==> config.mk <==
export PLATFORM = sky130hd
export DESIGN_NAME = cft_monitor
export DESIGN_NICKNAME = d
export VERILOG_FILES = /design/src/rtl/cft_pkg.sv /design/src/rtl/cft_cfg_reg.sv /design/src/rtl/cft_trap_unit.sv /design/src/rtl/cft_ring.sv /design/src/rtl/cft_msg_buf.sv /design/src/rtl/cft_monitor.sv
export SDC_FILE = /design/constraint.sdc
export NUM_CORES = 1
export LEC_CHECK = 0
export ABC_AREA = 1
export BUFFER_PORTS_ARGS = -buffer_cell sky130_fd_sc_hd__buf_2
export CAP_MARGIN = 20
export CORE_AREA = 8 8 241 243
export DETAILED_ROUTE_END_ITERATION = 10
export DIE_AREA = 0 0 249 251
export PLACE_DENSITY_LB_ADDON = 0.1
export SLEW_MARGIN = 20
export SYNTH_ARGS = -nofsm -noshare
export SYNTH_HDL_FRONTEND = slang
export SYNTH_HIERARCHICAL = 1
export SYNTH_SLANG_ARGS = --single-unit
==> constraint.sdc <==
create_clock -name clk -period 3.33 [get_ports clk]
set_clock_uncertainty 0.05 [all_clocks]
set_input_delay 0.8325 -clock clk [delete_from_list [all_inputs] [get_ports clk]]
set_output_delay 0.8325 -clock clk [all_outputs]
set_load 0.02 [all_outputs]
==> src/rtl/cft_pkg.sv <==
package cft_pkg;
  typedef enum logic [1:0] {
    XK_BRANCH = 2'b00,
    XK_INTR   = 2'b01,
    XK_EXC    = 2'b10
  } xfer_kind_e;

  localparam int CFG_W    = 3;
  localparam int CFG_REC  = 0;
  localparam int CFG_MSG  = 1;
  localparam int CFG_STEP = 2;
endpackage

==> src/rtl/cft_cfg_reg.sv <==
module cft_cfg_reg
  import cft_pkg::*;
(
  input  logic             clk,
  input  logic             rst_n,
  input  logic             wr_en,
  input  logic [CFG_W-1:0] wr_data,
  input  logic             dbg_fire,
  output logic [CFG_W-1:0] cfg_q
);
  logic [CFG_W-1:0] cfg_d;

  // software write outranks the exception side effects
  always_comb begin
    cfg_d = cfg_q;
    if (wr_en) begin
      cfg_d = wr_data;
    end else if (dbg_fire) begin
      cfg_d[CFG_REC]  = 1'b0;
      cfg_d[CFG_STEP] = 1'b0;
    end
  end

  always_ff @(posedge clk or negedge rst_n) begin
    if (!rst_n) cfg_q <= '0;
    else        cfg_q <= cfg_d;
  end
endmodule

==> src/rtl/cft_trap_unit.sv <==
module cft_trap_unit (
  input  logic clk,
  input  logic rst_n,
  input  logic step_en,
  input  logic tf_in,
  input  logic xfer_any,
  input  logic ext_dbg,
  output logic dbg_fire,
  output logic dbg_req_q,
  output logic tf_clr_q
);
  logic dbg_req_d, tf_clr_d;

  always_comb begin
    dbg_fire  = (step_en & tf_in & xfer_any) | ext_dbg;
    dbg_req_d = dbg_fire;
    tf_clr_d  = dbg_fire & step_en;
  end

  always_ff @(posedge clk or negedge rst_n) begin
    if (!rst_n) begin
      dbg_req_q <= 1'b0;
      tf_clr_q  <= 1'b0;
    end else begin
      dbg_req_q <= dbg_req_d;
      tf_clr_q  <= tf_clr_d;
    end
  end
endmodule

==> src/rtl/cft_ring.sv <==
// Circular record store; DEPTH must be a power of two.
module cft_ring #(
  parameter int DEPTH = 4,
  parameter int REC_W = 66,
  localparam int PTR_W = $clog2(DEPTH)
) (
  input  logic             clk,
  input  logic             rst_n,
  input  logic             push_a,
  input  logic [REC_W-1:0] rec_a,
  input  logic             push_b,
  input  logic [REC_W-1:0] rec_b,
  input  logic [PTR_W-1:0] rd_idx,
  output logic [PTR_W-1:0] tos_q,
  output logic [REC_W-1:0] rd_rec
);
  logic [PTR_W-1:0] tos_d, slot_a, slot_b;
  logic [REC_W-1:0] ent_q [DEPTH];

  always_comb begin
    slot_a = tos_q + PTR_W'(1);
    slot_b = push_a ? tos_q + PTR_W'(2) : tos_q + PTR_W'(1);
    tos_d  = tos_q + PTR_W'(push_a) + PTR_W'(push_b);
  end

  always_ff @(posedge clk or negedge rst_n) begin
    if (!rst_n) tos_q <= PTR_W'(DEPTH - 1);
    else        tos_q <= tos_d;
  end

  for (genvar i = 0; i < DEPTH; i++) begin : g_ent
    logic             hit_a, hit_b, ent_en;
    logic [REC_W-1:0] ent_d;
    always_comb begin
      hit_a  = push_a && (slot_a == PTR_W'(i));
      hit_b  = push_b && (slot_b == PTR_W'(i));
      ent_en = hit_a | hit_b;
      ent_d  = hit_b ? rec_b : rec_a;
    end
    always_ff @(posedge clk or negedge rst_n) begin
      if (!rst_n)      ent_q[i] <= '0;
      else if (ent_en) ent_q[i] <= ent_d;
    end
  end

  assign rd_rec = ent_q[rd_idx];
endmodule

==> src/rtl/cft_msg_buf.sv <==
// Small message queue taking up to two pushes per cycle; DEPTH a power of two, >= 2.
module cft_msg_buf #(
  parameter int W     = 66,
  parameter int DEPTH = 2,
  localparam int PTR_W = $clog2(DEPTH),
  localparam int CNT_W = $clog2(DEPTH + 1)
) (
  input  logic         clk,
  input  logic         rst_n,
  input  logic         push_a,
  input  logic [W-1:0] data_a,
  input  logic         push_b,
  input  logic [W-1:0] data_b,
  input  logic         out_ready,
  output logic         out_valid,
  output logic [W-1:0] out_data,
  output logic         ovf
);
  logic [W-1:0]     mem_q [DEPTH];
  logic [PTR_W-1:0] wr_q, wr_d, rd_q, rd_d, slot_a, slot_b;
  logic [CNT_W-1:0] cnt_q, cnt_d;
  logic [CNT_W:0]   room, need_b;
  logic             pop, acc_a, acc_b, drop, ovf_q, ovf_d;

  always_comb begin
    pop    = (cnt_q != '0) && out_ready;
    room   = (CNT_W+1)'(DEPTH) - {1'b0, cnt_q} + (CNT_W+1)'(pop);
    acc_a  = push_a && (room >= (CNT_W+1)'(1));
    need_b = acc_a ? (CNT_W+1)'(2) : (CNT_W+1)'(1);
    acc_b  = push_b && (room >= need_b);
    drop   = (push_a && !acc_a) || (push_b && !acc_b);
    slot_a = wr_q;
    slot_b = wr_q + PTR_W'(acc_a);
    wr_d   = wr_q + PTR_W'(acc_a) + PTR_W'(acc_b);
    rd_d   = rd_q + PTR_W'(pop);
    cnt_d  = cnt_q + CNT_W'(acc_a) + CNT_W'(acc_b) - CNT_W'(pop);
    ovf_d  = ovf_q | drop;
  end

  always_ff @(posedge clk or negedge rst_n) begin
    if (!rst_n) begin
      wr_q  <= '0;
      rd_q  <= '0;
      cnt_q <= '0;
      ovf_q <= 1'b0;
    end else begin
      wr_q  <= wr_d;
      rd_q  <= rd_d;
      cnt_q <= cnt_d;
      ovf_q <= ovf_d;
    end
  end

  for (genvar i = 0; i < DEPTH; i++) begin : g_slot
    logic         hit_a, hit_b, slot_en;
    logic [W-1:0] slot_d;
    always_comb begin
      hit_a   = acc_a && (slot_a == PTR_W'(i));
      hit_b   = acc_b && (slot_b == PTR_W'(i));
      slot_en = hit_a | hit_b;
      slot_d  = hit_b ? data_b : data_a;
    end
    always_ff @(posedge clk or negedge rst_n) begin
      if (!rst_n)       mem_q[i] <= '0;
      else if (slot_en) mem_q[i] <= slot_d;
    end
  end

  assign out_valid = (cnt_q != '0);
  assign out_data  = mem_q[rd_q];
  assign ovf       = ovf_q;
endmodule

==> src/rtl/cft_monitor.sv <==
module cft_monitor
  import cft_pkg::*;
#(
  parameter int ADDR_W   = 32,
  parameter int REC_DEP  = 4,
  parameter int MSG_DEP  = 2,
  localparam int PTR_W   = $clog2(REC_DEP),
  localparam int REC_W   = 2 * ADDR_W + 2
) (
  input  logic              clk,
  input  logic              rst_n,
  input  logic              cfg_we,
  input  logic [CFG_W-1:0]  cfg_wdata,
  output logic [CFG_W-1:0]  cfg_rdata,
  input  logic              tf_in,
  input  logic              ext_dbg,
  input  logic              br_valid,
  input  logic [ADDR_W-1:0] br_src,
  input  logic [ADDR_W-1:0] br_dst,
  input  logic              ie_valid,
  input  logic              ie_is_exc,
  input  logic [ADDR_W-1:0] ie_src,
  input  logic [ADDR_W-1:0] ie_dst,
  output logic              dbg_req,
  output logic              tf_clr,
  output logic [PTR_W-1:0]  tos,
  input  logic [PTR_W-1:0]  rd_idx,
  output logic [ADDR_W-1:0] rd_src,
  output logic [ADDR_W-1:0] rd_dst,
  output logic [1:0]        rd_kind,
  output logic              msg_valid,
  input  logic              msg_ready,
  output logic [REC_W-1:0]  msg_data,
  output logic              ovf
);
  logic [CFG_W-1:0] cfg_q;
  logic             dbg_fire, rec_on, push_a, push_b, msg_a, msg_b;
  xfer_kind_e       kind_b;
  logic [REC_W-1:0] rec_a, rec_b, rd_rec;

  always_comb begin
    rec_on = cfg_q[CFG_REC] | cfg_q[CFG_MSG];
    push_a = br_valid & rec_on;
    push_b = ie_valid & rec_on;
    msg_a  = push_a & cfg_q[CFG_MSG];
    msg_b  = push_b & cfg_q[CFG_MSG];
    kind_b = ie_is_exc ? XK_EXC : XK_INTR;
    rec_a  = {br_src, br_dst, XK_BRANCH};
    rec_b  = {ie_src, ie_dst, kind_b};
  end

  cft_cfg_reg u_cfg (
    .clk      (clk),
    .rst_n    (rst_n),
    .wr_en    (cfg_we),
    .wr_data  (cfg_wdata),
    .dbg_fire (dbg_fire),
    .cfg_q    (cfg_q)
  );

  cft_trap_unit u_trap (
    .clk       (clk),
    .rst_n     (rst_n),
    .step_en   (cfg_q[CFG_STEP]),
    .tf_in     (tf_in),
    .xfer_any  (br_valid | ie_valid),
    .ext_dbg   (ext_dbg),
    .dbg_fire  (dbg_fire),
    .dbg_req_q (dbg_req),
    .tf_clr_q  (tf_clr)
  );

  cft_ring #(.DEPTH(REC_DEP), .REC_W(REC_W)) u_ring (
    .clk    (clk),
    .rst_n  (rst_n),
    .push_a (push_a),
    .rec_a  (rec_a),
    .push_b (push_b),
    .rec_b  (rec_b),
    .rd_idx (rd_idx),
    .tos_q  (tos),
    .rd_rec (rd_rec)
  );

  cft_msg_buf #(.W(REC_W), .DEPTH(MSG_DEP)) u_buf (
    .clk       (clk),
    .rst_n     (rst_n),
    .push_a    (msg_a),
    .data_a    (rec_a),
    .push_b    (msg_b),
    .data_b    (rec_b),
    .out_ready (msg_ready),
    .out_valid (msg_valid),
    .out_data  (msg_data),
    .ovf       (ovf)
  );

  assign cfg_rdata = cfg_q;
  assign rd_src    = rd_rec[REC_W-1 -: ADDR_W];
  assign rd_dst    = rd_rec[ADDR_W+1 : 2];
  assign rd_kind   = rd_rec[1:0];
endmodule

==> metrics.md, run 1 <==
| Metric | Value |
|---|---|
| Worst vdd ir | `0.712 mV` |
| Synthesized area | `0.0242 mm2` |
| Leakage dissipation | `15.0 nW` |
| Data arrival, critical path | `3580 ps` |
| Clock latency at the later pin of the worst-skew pair | `590 ps` |
| GPL Wtd Cong | `0.865` |
| RSZ-0062 raised after global routing | `yes` |
| CP Launch Type | `register` |
| Vias in the first global route | `25700` |
| H-tree Lvls | `2` |
| Clk buf depth | `3` |
| Total congestion overflow | `0` |
| Outcome | `completed` |
| #FFs+latches synth | `408` |
| Initial core utilization | `44.6%` |
| CP Class | `reg2reg` |
| Post-Syn Area per Cell | `6.84 um2` |
| PwrDens | `963 mW/mm2` |
| Post-Route WL | `95200 um` |
| Commonest non-fill, non-tap cells in the layout | `1407 x nand2_1, 405 x dfrtp_1, 280 x buf_2` |
| Critical Path RT | `3750 ps` |
| Final nets | `3834` |
| # IOs | `283` |
| Slew HR | `24.4%` |
| Antenna diodes | `0` |
| Tcrit/Tclk final | `95.0%` |
| Area leader, netlist | `dfrtp_1` |
| Register area share after synthesis | `42.2%` |
| Critical-path top delay cell | `fa_4` |
| Synth top area share | `42.0%` |
| Initial antenna violation count | `1` |
| Max Freq | `316 MHz` |
| Syn. warnings | `6` |
| Fin. Hold Viols | `0` |
| CTS buffer count | `49` |
| Worst Path Buf+Inv | `6` |
| Sequential Power Share | `32.1%` |
| Worst slew pin tran | `1130 ps` |
| Die ar. | `0.0625 mm2` |
| I/O Buffers | `282` |
| Synth Instances | `3538` |
| Initial DRC count | `2472` |
| Worst hold path type | `in2async` |
| DRT Pass-1 Iters | `6` |
| Clk pin slew, worst setup/hold paths | `60 ps` |
| Top area cells in the synthesized netlist | `dfrtp_1 42%, nand2_1 22%, nand4_1 6.8%` |
| Commonest non-fill, non-tap cell in the layout | `nand2_1` |
| Total number of vias | `26100` |
| DRC errors left | `0` |
| Crit path largest cell delay | `500 ps` |
| Clock power frac | `19.5%` |
| Hold_ws | `146 ps` |
| Largest net degree at the start of global routing | `95` |
| Synth unique cells | `28` |
| Internal Power | `14.9 mW` |
| Post-route setup TNS | `0 ps` |
| Clk sinks | `408` |
| Std-Cell Rows | `86` |
| Minimum clock period | `3160 ps` |
| Clock root cell | `clkbuf_16` |
| Wire per inst | `21.6 um` |
| Cells along the critical path | `inv_1 > nand2_2 > nand2_4 > ha_4 > ha_4 > inv_2 > a21oi_1 > nor2_1 > inv_2 > ha_4 > inv_1 > nand2_1 > nand2_1 > nand2_1 > nand2_2 > fa_4 > buf_12 > buf_12 > a21oi_1 > a21oi_1` |
| Fraction of layout cells with a size suffix above 1 | `13.9%` |
| Sw Share | `45.6%` |
| Overall power | `27.3 mW` |
| Crit. End Element | `register` |
| Area grow syn2layout | `17.1%` |
| Drt via density | `5.92` |
| Antenna Nets Post-Route | `0` |
| HPWL Detailed | `56200 um` |
| Die width | `249 um` |
| Setup violators final | `0` |
| Chip height | `251 um` |
| Max-cap violations | `0` |
| First-pass GRT wire length | `148000 um` |
| Net switching power figure | `12.5 mW` |
| Core footprint | `0.0543 mm2` |
| Fin util | `52.2%` |
| GRT Overall Usage | `29.4%` |
| CTS tree | `yes` |
| CP delay by family, top | `adder cells` |
| Final Slew Violations | `0` |
| Logic pwr share | `48.4%` |
| Crit path max fanout | `30` |
-- final cells by class --
class,count,area (um2)
Timing Repair Buffer,389,2960
Fill cell,5352,26000
Clock buffer,81,1500
Tap cell,704,881
Sequential cell,408,10200
Multi-Input combinational cell,2722,12300
Clock inverter,8,71.3
Inverter,106,405
-- Yosys cell counts --
library cell and number:
conb_1 1, dfrtp_1 406, xor2_1 1, fa_1 4, nand4_1 264, nor2_1 268
a22oi_1 1, buf_6 9, inv_2 5, clkbuf_1 111, nand3_1 267, buf_4 21
buf_2 127, nor3_1 2, dfstp_2 2, buf_1 45, nand2_2 3, nor2_2 1
o21ai_0 134, inv_1 101, a21oi_1 254, ha_1 12, a21oi_2 11, nand3_2 5
o22ai_1 66, nand2_1 1414, o21ai_4 1, xnor2_1 2
-- worst register-to-register path, cell delays in order, from the launching register on --
cell	delay (ps)
dfrtp_1	370
inv_1	90
nand2_2	100
nand2_4	100
ha_4	140
ha_4	190
inv_2	50
a21oi_1	30
nor2_1	160
inv_2	80
ha_4	260
inv_1	40
nand2_1	50
nand2_1	70
nand2_1	70
nand2_2	80
fa_4	500
buf_12	180
buf_12	160
a21oi_1	180
a21oi_1	80
-- stage by stage --
stage	instances	setup slack, ps	area [um2]
after floorplan	3549	1.10	24300
after global placement	4324	-264	26600
after detailed placement	4324	-328	26600
after CTS	4415	8.01	28300
after global routing	4418	-34.7	28300
final	4418	168	28300
-- timing repair --
action | 4_1_cts | 5_1_grt
endpoints found under the setup margin | 1 | 133
hold buffers | 0 | 0
buffers inserted | 1 | 1
pin swaps | 1 | 1
resized for setup | 1 | 11
cloned | 1 | 2
-- kinds of logic (layout without fill, tap and decap cells) --
| group | Yosys count | after routing | synth area share, % |
|---|---|---|---|
| flip-flops | 408 | 408 | 42.2 |
| AND/OR/NAND/NOR | 2224 | 2224 | 38.8 |
| XOR/XNOR | 3 | 3 | 0.109 |
| other | 1 | 12 | 0.0155 |
| AO/OA/AOI/OAI | 467 | 467 | 10.2 |
| adder cells (fa/ha/maj) | 16 | 16 | 0.951 |
| buffers and inverters | 419 | 584 | 7.76 |
-- per-layer routing --
metal | vias to the layer above | part of all wire (%) | track usage, %
met3 | 276 | 9.1 | 5.25
met2 | 1422 | 47 | 48.9
met5 | - | 0.012 | 0
met1 | 12500 | 40 | 37.6
li1 | 11900 | - | -
met4 | 2 | 3.9 | 12.1
-- power by group through the flow --
stage               Combinational [mW]  Clock, mW  Sequential (mW)
floorplan                         8.72          0             8.50
global placement                  12.6          0             8.75
detailed placement                12.9          0             8.82
CTS                               13.0       5.43             8.75
global route                      14.5       5.62             9.07
finish                            13.2       5.33             8.77
-- final timing paths --
kind	endpoint	startpoint	slack (ps)	cells past startpoint
worst max register to register	u_buf/mem_q[117]	u_buf/cnt_q[0]	170	20
worst max-delay path	u_buf/mem_q[117]	u_buf/cnt_q[0]	170	20
max in group asynchronous	u_buf/mem_q[22]	rst_n	2160	2
min in group clk	u_cfg/cfg_q[2]	cfg_wdata[2]	400	3
worst min register to register	u_ring/ent_q[152]	u_ring/ent_q[152]	450	2
worst min-delay path	u_cfg/cfg_q[0]	rst_n	150	1
-- state kept, by name, summed over array words and instances (netlist names) --
signal            flops
u_ring/ent_q        264
u_buf/mem_q         132
u_cfg/cfg_q           3
u_buf/cnt_q           2
u_ring/tos_q          2
u_buf/ovf             1
u_buf/rd_q            1
u_buf/slot_a          1
u_trap/dbg_req_q      1
u_trap/tf_clr_q       1
Power figures use the tool's default switching activity.
==> run 2, diff against run 1 <==
--- a/config.mk
+++ b/config.mk
@@ -8,9 +8,9 @@
 export ABC_AREA = 1
 export BUFFER_PORTS_ARGS = -buffer_cell sky130_fd_sc_hd__buf_2
 export CAP_MARGIN = 20
-export CORE_AREA = 8 8 241 243
+export CORE_AREA = 2 2 235 237
 export DETAILED_ROUTE_END_ITERATION = 10
-export DIE_AREA = 0 0 249 251
+export DIE_AREA = 0 0 237 239
 export PLACE_DENSITY_LB_ADDON = 0.1
 export SLEW_MARGIN = 20
 export SYNTH_ARGS = -nofsm -noshare
==> run 2 against run 1 <==
  * Critical path depth shrank 1
  * Final cell count increased by 0.11%
  * Highest routed layer is now met4
  * Combinational power hardly changed
  * Largest power group unchanged
  * Setup slack got worse by 3.1 ps
  * Sequential share of layout area fell by 0.23 points
  * Routed wire length down 2.2%
==> metrics.md, run 2 (synthesized netlist as in run 1, its figures left out) <==
| Metric | Value |
|---|---|
| Outcome | `completed` |
| Fin util | `52.5%` |
| Fin. Hold Viols | `0` |
| Largest regs | `u_ring/ent_q: 264 flops, u_buf/mem_q: 132 flops, u_cfg/cfg_q: 3 flops` |
| DRC errors left | `0` |
| CTS tree | `yes` |
| RSZ-0062 raised after global routing | `yes` |
| Crit path max fanout | `47` |
| Crit. End Element | `register` |
| Data arrival, critical path | `3570 ps` |
| Post-Place Setup Slack | `-397 ps` |
| HPWL Detailed | `55500 um` |
| Clk pin slew, worst setup/hold paths | `60 ps` |
| Post-Route WL | `93200 um` |
| Final Slew Violations | `0` |
| Antenna Nets Post-Route | `0` |
| I/O Buffers | `282` |
| GRT Overall Usage | `32.4%` |
| Std-Cell Rows | `86` |
| Vias in the first global route | `25400` |
| Logic pwr share | `47.8%` |
| Initial DRC count | `2667` |
| Commonest non-fill, non-tap cell in the layout | `nand2_1` |
| Drt via density | `5.91` |
| Top reg by flops | `u_ring/ent_q` |
| Clock root cell | `clkbuf_16` |
| Max reg flops | `264` |
| Final nets | `3840` |
| Critical Path RT | `3730 ps` |
| Worst r2r dst | `u_buf/mem_q[116]` |
| CP Class | `reg2reg` |
| CTS buffer count | `48` |
| Commonest non-fill, non-tap cells in the layout | `1408 x nand2_1, 405 x dfrtp_1, 280 x buf_2` |
| Chip height | `239 um` |
| Register-to-Register Setup Slack | `160 ps` |
| Clock power frac | `20.3%` |
| Worst setup margin | `165 ps` |
| Minimum clock period | `3170 ps` |
| PwrDens | `964 mW/mm2` |
| FF-to-FF Start | `u_buf/cnt_q[0]` |
| Clk buf depth | `3` |
| GPL Wtd Cong | `0.854` |
| Max-cap violations | `0` |
| Worst hold path type | `in2async` |
| Leakage dissipation | `15.2 nW` |
| Clock latency at the later pin of the worst-skew pair | `600 ps` |
| Layout filler cell count | `5276` |
| Worst slew pin tran | `787 ps` |
| First-pass GRT wire length | `145000 um` |
| Length in cells of the worst reg-to-reg path | `19` |
| Max Freq | `316 MHz` |
| Setup violators final | `0` |
| CP Launch Type | `register` |
| Worst vdd ir | `0.614 mV` |
| Largest net degree at the start of global routing | `124` |
| Core footprint | `0.0543 mm2` |
| Wire per inst | `21.1 um` |
| H-tree Lvls | `2` |
| Internal Power | `15.1 mW` |
| Initial core utilization | `44.6%` |
| Area grow syn2layout | `17.8%` |
| Sw Share | `45.0%` |
| Fraction of layout cells with a size suffix above 1 | `14.1%` |
| CTS Hold Bufs | `0` |
| Slew HR | `47.5%` |
| Total number of vias | `26100` |
| Net switching power figure | `12.4 mW` |
| Die ar. | `0.0566 mm2` |
| # IOs | `283` |
| Die width | `237 um` |
| Sequential Power Share | `31.9%` |
| Clk sinks | `408` |
| Tcrit/Tclk final | `95.1%` |
| Initial antenna violation count | `3` |
| Total congestion overflow | `0` |
| DRT Pass-1 Iters | `6` |
==> run 2: cell types whose count changed in the layout (fill, tap and decap cells not counted), moves of 2 or more <==
cell / previous run / this run
diode_2: 0 / 3
buf_12: 54 / 65
bufinv_16: 1 / 4
a21oi_1: 251 / 253
clkbuf_8: 11 / 17
a21oi_2: 14 / 12
clkbuf_16: 52 / 49
buf_16: 2 / 0
ha_4: 4 / 2
clkbuf_1: 19 / 6
==> run 2: per-layer routing <==
metal / vias up / global-route usage (%) / share of wire (%)
met5: - / 0 / 0
met2: 1403 / 53.6 / 47
li1: 11900 / - / -
met4: 0 / 13.7 / 3.8
met1: 12600 / 42.5 / 41
met3: 247 / 4.69 / 8.4
==> run 2: through the flow <==
stage | setup TNS (ps) | hold slack (ps) | power, mW | instances | instance area, um2
6_report | 0 | 252 | 27.5 | 4423 | 28500
5_1_grt | -161 | 285 | 29.3 | 4423 | 28500
4_1_cts | 0 | 251 | 27.4 | 4419 | 28500
3_5_place_dp | -35260 | 438 | 21.8 | 4335 | 26900
3_3_place_gp | -28910 | 435 | 21.4 | 4335 | 26900
2_1_floorplan | 0 | 420 | 17.2 | 3549 | 24300
==> run 2: area by class of cell <==
type	count	area, um2	area share [%]
sequential	408	10200	35.8
antenna	3	7.51	0.0263
multi-input combinational	2722	12300	43.0
inverter	106	405	1.42
timing repair buffer	396	3090	10.8
clock buffer	72	1480	5.20
tap	704	881	3.09
clock inverter	12	168	0.588
==> run 2: worst max-delay path by stage <==
stage | startpoint | end | slack (ps)
5_1_grt | u_buf/cnt_q[0] | u_buf/mem_q[119] | -30
4_1_cts | u_buf/cnt_q[0] | u_buf/mem_q[116] | 50
2_1_floorplan | msg_ready | u_buf/mem_q[100] | 1
3_3_place_gp | msg_ready | u_buf/mem_q[106] | -320
6_report | u_buf/cnt_q[0] | u_buf/mem_q[116] | 160
3_5_place_dp | msg_ready | u_buf/mem_q[103] | -400
==> run 2: power by group through the flow <==
stage               sequential [mW]  clock, mW  combinational (mW)
finish                         8.78       5.57                13.1
floorplan                      8.50          0                8.72
global route                   9.06       5.85                14.4
detailed placement             8.82          0                13.0
global placement               8.75          0                12.7
CTS                            8.75       5.65                13.0
==> run 2: timing repair <==
item | in CTS | in global routing
resized for setup | 0 | 3
hold endpoints to repair | 0 | 0
endpoints found under the setup margin | 0 | 69
buffers inserted | 0 | 1
==> run 2: critical path, stage by stage (launching register included) <==
cell and delay (ps):
dfrtp_1 340, inv_1 60, nand2_1 90, nand2_2 70, ha_2 180, ha_1 280, inv_1 80, a21oi_1 40
nor2_1 140, inv_2 80, ha_4 270, inv_1 40, nand2_1 40, nand2_1 60, nand2_1 80, nand2_2 100
fa_4 520, buf_12 230, a21oi_1 160, a21oi_1 90
